### src/rtl/sdram_init_pkg.sv
package sdram_init_pkg;

  typedef enum logic [2:0] {
    ST_WAIT, ST_PRE, ST_REF, ST_MRS, ST_DONE
  } init_state_e;

  typedef enum logic [2:0] {
    SEL_NOP, SEL_PRE, SEL_REF, SEL_MRS, SEL_PASS
  } cmd_sel_e;

  // {cs_n, ras_n, cas_n, we_n}
  localparam logic [3:0] CMD_NOP = 4'b0111;
  localparam logic [3:0] CMD_PRE = 4'b0010;
  localparam logic [3:0] CMD_REF = 4'b0001;
  localparam logic [3:0] CMD_MRS = 4'b0000;

  localparam int AP_BIT = 10;
  localparam int MIN_REFRESHES = 8;

  function automatic int cyc_ceil(input int wait_ns, input int period_ps);
    return (wait_ns * 1000 + period_ps - 1) / period_ps;
  endfunction

endpackage

### src/rtl/sdram_init_timer.sv
module sdram_init_timer #(
  parameter int TMR_W = 16,
  parameter logic [TMR_W-1:0] INIT_VAL = '0
) (
  input  logic             clk,
  input  logic             rst_n,
  input  logic             load,
  input  logic [TMR_W-1:0] load_val,
  output logic             expired
);

  logic [TMR_W-1:0] cnt_q;

  always_ff @(posedge clk or negedge rst_n) begin
    if (!rst_n)            cnt_q <= INIT_VAL;
    else if (load)         cnt_q <= load_val;
    else if (cnt_q != '0)  cnt_q <= cnt_q - 1'b1;
  end

  assign expired = (cnt_q == '0);

endmodule

### src/rtl/sdram_init_fsm.sv
module sdram_init_fsm
  import sdram_init_pkg::*;
#(
  parameter int TMR_W     = 16,
  parameter int REFS      = 8,
  parameter int REF_W     = 4,
  parameter int T_RP_CYC  = 3,
  parameter int T_RC_CYC  = 9,
  parameter int T_MRD_CYC = 2
) (
  input  logic             clk,
  input  logic             rst_n,
  input  logic             expired,
  output logic             tmr_load,
  output logic [TMR_W-1:0] tmr_val,
  output cmd_sel_e         sel,
  output logic             done
);

  init_state_e state_q, state_d;
  logic [REF_W-1:0] refs_q, refs_d;

  always_comb begin
    state_d  = state_q;
    refs_d   = refs_q;
    sel      = SEL_NOP;
    tmr_load = 1'b0;
    tmr_val  = '0;
    if (state_q == ST_DONE) begin
      sel = SEL_PASS;
    end else if (expired) begin
      unique case (state_q)
        ST_WAIT: begin
          sel      = SEL_PRE;
          tmr_load = 1'b1;
          tmr_val  = TMR_W'(T_RP_CYC - 1);
          state_d  = ST_PRE;
        end
        ST_PRE: begin
          sel      = SEL_REF;
          tmr_load = 1'b1;
          tmr_val  = TMR_W'(T_RC_CYC - 1);
          refs_d   = REF_W'(1);
          state_d  = ST_REF;
        end
        ST_REF: begin
          tmr_load = 1'b1;
          if (refs_q == REF_W'(REFS)) begin
            sel     = SEL_MRS;
            tmr_val = TMR_W'(T_MRD_CYC - 1);
            state_d = ST_MRS;
          end else begin
            sel     = SEL_REF;
            tmr_val = TMR_W'(T_RC_CYC - 1);
            refs_d  = refs_q + 1'b1;
          end
        end
        ST_MRS:  state_d = ST_DONE;
        default: state_d = ST_WAIT;
      endcase
    end
  end

  always_ff @(posedge clk or negedge rst_n) begin
    if (!rst_n) begin
      state_q <= ST_WAIT;
      refs_q  <= '0;
    end else begin
      state_q <= state_d;
      refs_q  <= refs_d;
    end
  end

  assign done = (state_q == ST_DONE);

endmodule

### src/rtl/sdram_cmd_out.sv
module sdram_cmd_out
  import sdram_init_pkg::*;
#(
  parameter int ROW_W = 13,
  parameter int BA_W  = 2,
  parameter logic [ROW_W-1:0] MODE_WORD = '0
) (
  input  logic             clk,
  input  logic             rst_n,
  input  cmd_sel_e         sel,
  input  logic             req_valid,
  input  logic [3:0]       req_cmd,
  input  logic [BA_W-1:0]  req_ba,
  input  logic [ROW_W-1:0] req_addr,
  output logic [3:0]       cmd,
  output logic [BA_W-1:0]  ba,
  output logic [ROW_W-1:0] addr
);

  logic [3:0]       cmd_d;
  logic [BA_W-1:0]  ba_d;
  logic [ROW_W-1:0] addr_d;

  always_comb begin
    cmd_d  = CMD_NOP;
    ba_d   = '0;
    addr_d = '0;
    unique case (sel)
      SEL_PRE: begin
        cmd_d          = CMD_PRE;
        addr_d[AP_BIT] = 1'b1;
      end
      SEL_REF: cmd_d = CMD_REF;
      SEL_MRS: begin
        cmd_d  = CMD_MRS;
        addr_d = MODE_WORD;
      end
      SEL_PASS: begin
        if (req_valid) begin
          cmd_d  = req_cmd;
          ba_d   = req_ba;
          addr_d = req_addr;
        end
      end
      default: ;
    endcase
  end

  always_ff @(posedge clk or negedge rst_n) begin
    if (!rst_n) begin
      cmd  <= CMD_NOP;
      ba   <= '0;
      addr <= '0;
    end else begin
      cmd  <= cmd_d;
      ba   <= ba_d;
      addr <= addr_d;
    end
  end

endmodule

### src/rtl/sdram_init_seq.sv
module sdram_init_seq
  import sdram_init_pkg::*;
#(
  parameter int CLK_PERIOD_PS = 8000,
  parameter int WAIT_NS       = 200000,
  parameter int T_RP_CYC      = 3,
  parameter int T_RC_CYC      = 9,
  parameter int T_MRD_CYC     = 2,
  parameter int REF_CNT       = 8,
  parameter int ROW_W         = 13,
  parameter int BA_W          = 2,
  parameter int DQM_W         = 2,
  parameter logic [ROW_W-1:0] MODE_WORD = 'h032
) (
  input  logic             clk,
  input  logic             rst_n,
  input  logic             req_valid,
  output logic             req_ready,
  input  logic [3:0]       req_cmd,
  input  logic [BA_W-1:0]  req_ba,
  input  logic [ROW_W-1:0] req_addr,
  output logic             sd_cke,
  output logic             sd_cs_n,
  output logic             sd_ras_n,
  output logic             sd_cas_n,
  output logic             sd_we_n,
  output logic [BA_W-1:0]  sd_ba,
  output logic [ROW_W-1:0] sd_addr,
  output logic [DQM_W-1:0] sd_dqm,
  output logic             init_done
);

  localparam int WAIT_CYC = cyc_ceil(WAIT_NS, CLK_PERIOD_PS);
  localparam int REFS     = (REF_CNT < MIN_REFRESHES) ? MIN_REFRESHES : REF_CNT;
  localparam int REF_W    = $clog2(REFS + 1);
  localparam int TMAX_A   = (WAIT_CYC > T_RC_CYC) ? WAIT_CYC : T_RC_CYC;
  localparam int TMAX_B   = (T_RP_CYC > T_MRD_CYC) ? T_RP_CYC : T_MRD_CYC;
  localparam int TMAX     = (TMAX_A > TMAX_B) ? TMAX_A : TMAX_B;
  localparam int TMR_W    = $clog2(TMAX + 1);
  localparam logic [TMR_W-1:0] WAIT_INIT = TMR_W'(WAIT_CYC - 1);

  logic             expired;
  logic             tmr_load;
  logic [TMR_W-1:0] tmr_val;
  cmd_sel_e         sel;
  logic             done;
  logic [3:0]       cmd;

  sdram_init_timer #(.TMR_W(TMR_W), .INIT_VAL(WAIT_INIT)) u_timer (
    .clk(clk), .rst_n(rst_n), .load(tmr_load), .load_val(tmr_val),
    .expired(expired)
  );

  sdram_init_fsm #(
    .TMR_W(TMR_W), .REFS(REFS), .REF_W(REF_W),
    .T_RP_CYC(T_RP_CYC), .T_RC_CYC(T_RC_CYC), .T_MRD_CYC(T_MRD_CYC)
  ) u_fsm (
    .clk(clk), .rst_n(rst_n), .expired(expired), .tmr_load(tmr_load),
    .tmr_val(tmr_val), .sel(sel), .done(done)
  );

  sdram_cmd_out #(.ROW_W(ROW_W), .BA_W(BA_W), .MODE_WORD(MODE_WORD)) u_out (
    .clk(clk), .rst_n(rst_n), .sel(sel), .req_valid(req_valid),
    .req_cmd(req_cmd), .req_ba(req_ba), .req_addr(req_addr),
    .cmd(cmd), .ba(sd_ba), .addr(sd_addr)
  );

  assign {sd_cs_n, sd_ras_n, sd_cas_n, sd_we_n} = cmd;
  assign sd_cke    = 1'b1;
  assign sd_dqm    = {DQM_W{~done}};
  assign init_done = done;
  assign req_ready = done;

endmodule

### config.mk
export PLATFORM = sky130hd
export DESIGN_NAME = sdram_init_seq
export DESIGN_NICKNAME = d
export VERILOG_FILES = /design/src/rtl/sdram_init_pkg.sv /design/src/rtl/sdram_init_timer.sv /design/src/rtl/sdram_init_fsm.sv /design/src/rtl/sdram_cmd_out.sv /design/src/rtl/sdram_init_seq.sv
export SDC_FILE = /design/constraint.sdc
export NUM_CORES = 1
export LEC_CHECK = 0
export BUFFER_PORTS_ARGS = -buffer_cell sky130_fd_sc_hd__buf_2
export CAP_MARGIN = 20
export CORE_ASPECT_RATIO = 0.7
export CORE_MARGIN = 5
export CORE_UTILIZATION = 45
export CTS_CLUSTER_DIAMETER = 120
export DETAILED_ROUTE_END_ITERATION = 16
export GPL_TIMING_DRIVEN = 0
export PLACE_DENSITY = 0.69
export SYNTH_ARGS = -nofsm -noshare
export SYNTH_HDL_FRONTEND = slang
export SYNTH_SLANG_ARGS = --single-unit
### constraint.sdc
create_clock -name clk -period 5.2 [get_ports clk]
set_clock_uncertainty 0.1 [all_clocks]
set_input_delay 0.52 -clock clk [delete_from_list [all_inputs] [get_ports clk]]
set_output_delay 0.52 -clock clk [all_outputs]
set_load 0.05 [all_outputs]
==> metrics <==
most area-hungry cell type in the Yosys netlist dfrtp_1; Max Root-Sink Buffers 2; fmax 434 MHz; final worst path period need 2.31 ns; first-pass GRT wire length 6740 um; register area share after synthesis 53.7%; hpwl dp 2870 um; total grt overflow 0; Hold Vio Cnt, Final 0; syn avg cell area 10.5 um2; DP Cell Count 283; delay-heaviest family, CP buffers and inverters; Hold Crit Class in2async; share of the synthesized area in the top cell type 38.8%; Core ar. 4250 um2; Layout Nets 261; total CTS buffers 5; Critical Path RT 4.58 ns; Worst path slowest cell dfrtp_1; unrepaired setup endpoints after global routing false; actual slew at the worst max-slew pin 0.896 ns; Util after Layout 55.1%; Fin Setup TNS 0 ns; Reg clk slew, reported paths 0.08 ns; via/cell ratio 5.04; Compound-Gate Fraction of Synth Area 9.82%; asr flop ratio synth 100%; Lkg Pwr 1.21 nW; Initial Util 45.5%; area grow syn2layout 20.9%; TritonRoute pass-1 iters 4; register area 1040 um2; post-route ant nets 0; Starting DRT DRC Count 49; post-synthesis mux area share 0%; Post-CTS Hold Fix Bufs 0; peak supply drop 114 uV; Cells after Synth 184; vias 1466; detailed-route wire length 3910 um; Mapped Area 1940 um2; Post-synth EDFFs 0; post-synth net total 210; largest family of logic cells by synthesized area simple AND/OR/NAND/NOR gates; Die ar. 5740 um2; fillers 404; post-route worst setup slack 2.89 ns; initial antenna violation count 0; met3 wire len 314 um; Remaining DRCs 0; PostCTS Resize Cnt 0; Worst Setup End Kind output port; largest net degree at the start of global routing 42; Tcrit/Tclk final 44.3%; TritonCTS clock tree done; Synth Register Bits 41; Synth Area in Adders 2.58%; Pins Over Slew Limit 0; startpoint types flip-flop; Max FO, Critical Path 10; diodes inserted 0; share of cells above drive strength 1 31.4%; multi-input logic area 828 um2; htree depth 2; number of global-route vias before repair 1487; Post-Layout Cell Count 291; WP buf/inv 4; clock latency at the later pin of the worst-skew pair 0.29 ns; maxcap violations 0; Worst EP arrival 1.69 ns; status complete, no violations; clock sinks 41; gpl congestion 0.793; library cells used by synthesis 41; root buffer cell clkbuf_8; metal2 WL 1580 um; commonest cells in the netlist dfrtp_1, nand2_1, and2_1, o21ai_0, dfstp_2; commonest register cell after synthesis dfrtp_1; I/O pin total 46; Setup Buffers After CTS 0; height of the chip 64.9 um; drt wl/cell 13.4 um; Synth Area in Simple Gates 26.6%; Setup violations, final 0; I/O Buffers 44; top-count cell post-synth dfrtp_1; pre-CTS setup slack 3.18 ns; crit-path cells clkbuf_1 -> nand2_1 -> inv_1 -> buf_4 -> buf_2; max layer used met4; Slew HR 40.2%; Synth warnings 0; CP Class reg2out; slowest stage delay, CP 0.47 ns; PD cells 254 nW/um2; routed metal-1 wire length 1960 um; Die X 88.4 um; num rows 20; GRT Util Overall 15.1%; leading post-synthesis cells by cell area dfrtp_1, dfstp_2, and2_1; xor/xnor share of the synthesized area 3.62%
## logic make-up (layout without fill, tap and decap cells)
logic type               Yosys count  in the layout
adder cells (fa/ha/maj)            4              4
buffers and inverters             15             67
other                              1              1
flip-flops                        41             41
XOR/XNOR                           8              8
AND/OR/NAND/NOR                   84             84
AO/OA/AOI/OAI                     31             31
## power breakdown
part           total (W)  internal (W)  leakage [nW]  switching (W)
registers       0.000319      0.000319         0.517              0
logic          0.0000156    0.00000606         0.633     0.00000950
clock network   0.000260      0.000156        0.0585       0.000104
## layout by cell type, fill, tap and decap left out, drive strengths merged, types with 2 or more instances in the layout
cell    instances
a21oi           7
xor2            5
nor4            5
nand4           2
or3             3
dfrtp          30
nor2            7
dfstp          11
nor3            9
nand2b          6
buf            48
xnor2           3
inv             7
and2           12
nor2b           4
a211oi          2
nand2          19
a21boi          2
or4             3
nand3b          3
ha              4
clkbuf         11
o21ai          13
nand3           7
## final timing paths
| check | depth (start not counted) | end | slack [ns] | from |
|---|---|---|---|---|
| min in group clk | 3 | u_out.addr[5] | 0.33 | req_addr[5] |
| max | 5 | req_ready | 2.89 | u_fsm.state_q[2] |
| min | 1 | u_timer.cnt_q[11] | 0.25 | rst_n |
| max reg2reg | 4 | u_fsm.refs_q[2] | 3.18 | u_timer.cnt_q[3] |
| max in group asynchronous | 1 | u_out.addr[12] | 4.19 | rst_n |
| min reg2reg | 2 | u_timer.cnt_q[14] | 0.41 | u_timer.cnt_q[14] |
## sequential cells by signal, summed over array words and instances (netlist names)
register	flops
u_timer.cnt_q	15
u_out.addr	13
u_fsm.refs_q	4
u_out.cmd	4
u_fsm.state_q	3
u_out.ba	2
## layer usage
metal  vias up  GRT usage (%)
met5         -              0
met4         0           4.53
met3         7           4.70
met2        42           21.5
met1       683           21.8
li1        734              -
## worst reg2reg max path, cell delays in order, from the launching register on
cell     delay [ns]
dfrtp_1        0.46
nor4_4         0.54
nand4_4        0.23
or3_1          0.45
o21ai_0        0.17
## metrics by stage
step	area (um2)	hold WS, ns	total power [W]
floorplan	1940	0.124	0.000327
global placement	2230	0.403	0.000341
detailed placement	2230	0.405	0.000341
CTS	2340	0.284	0.000605
global route	2340	0.325	0.000620
finish	2340	0.246	0.000595
## layout make-up
type,instances,area share [%]
sequential,41,44.4
multi-input combinational,128,35.4
timing repair buffer,44,9.40
clock buffer,7,3.69
tap,55,2.94
buffer,8,1.82
clock inverter,1,1.28
inverter,7,1.12
Power figures use the tool's default switching activity.
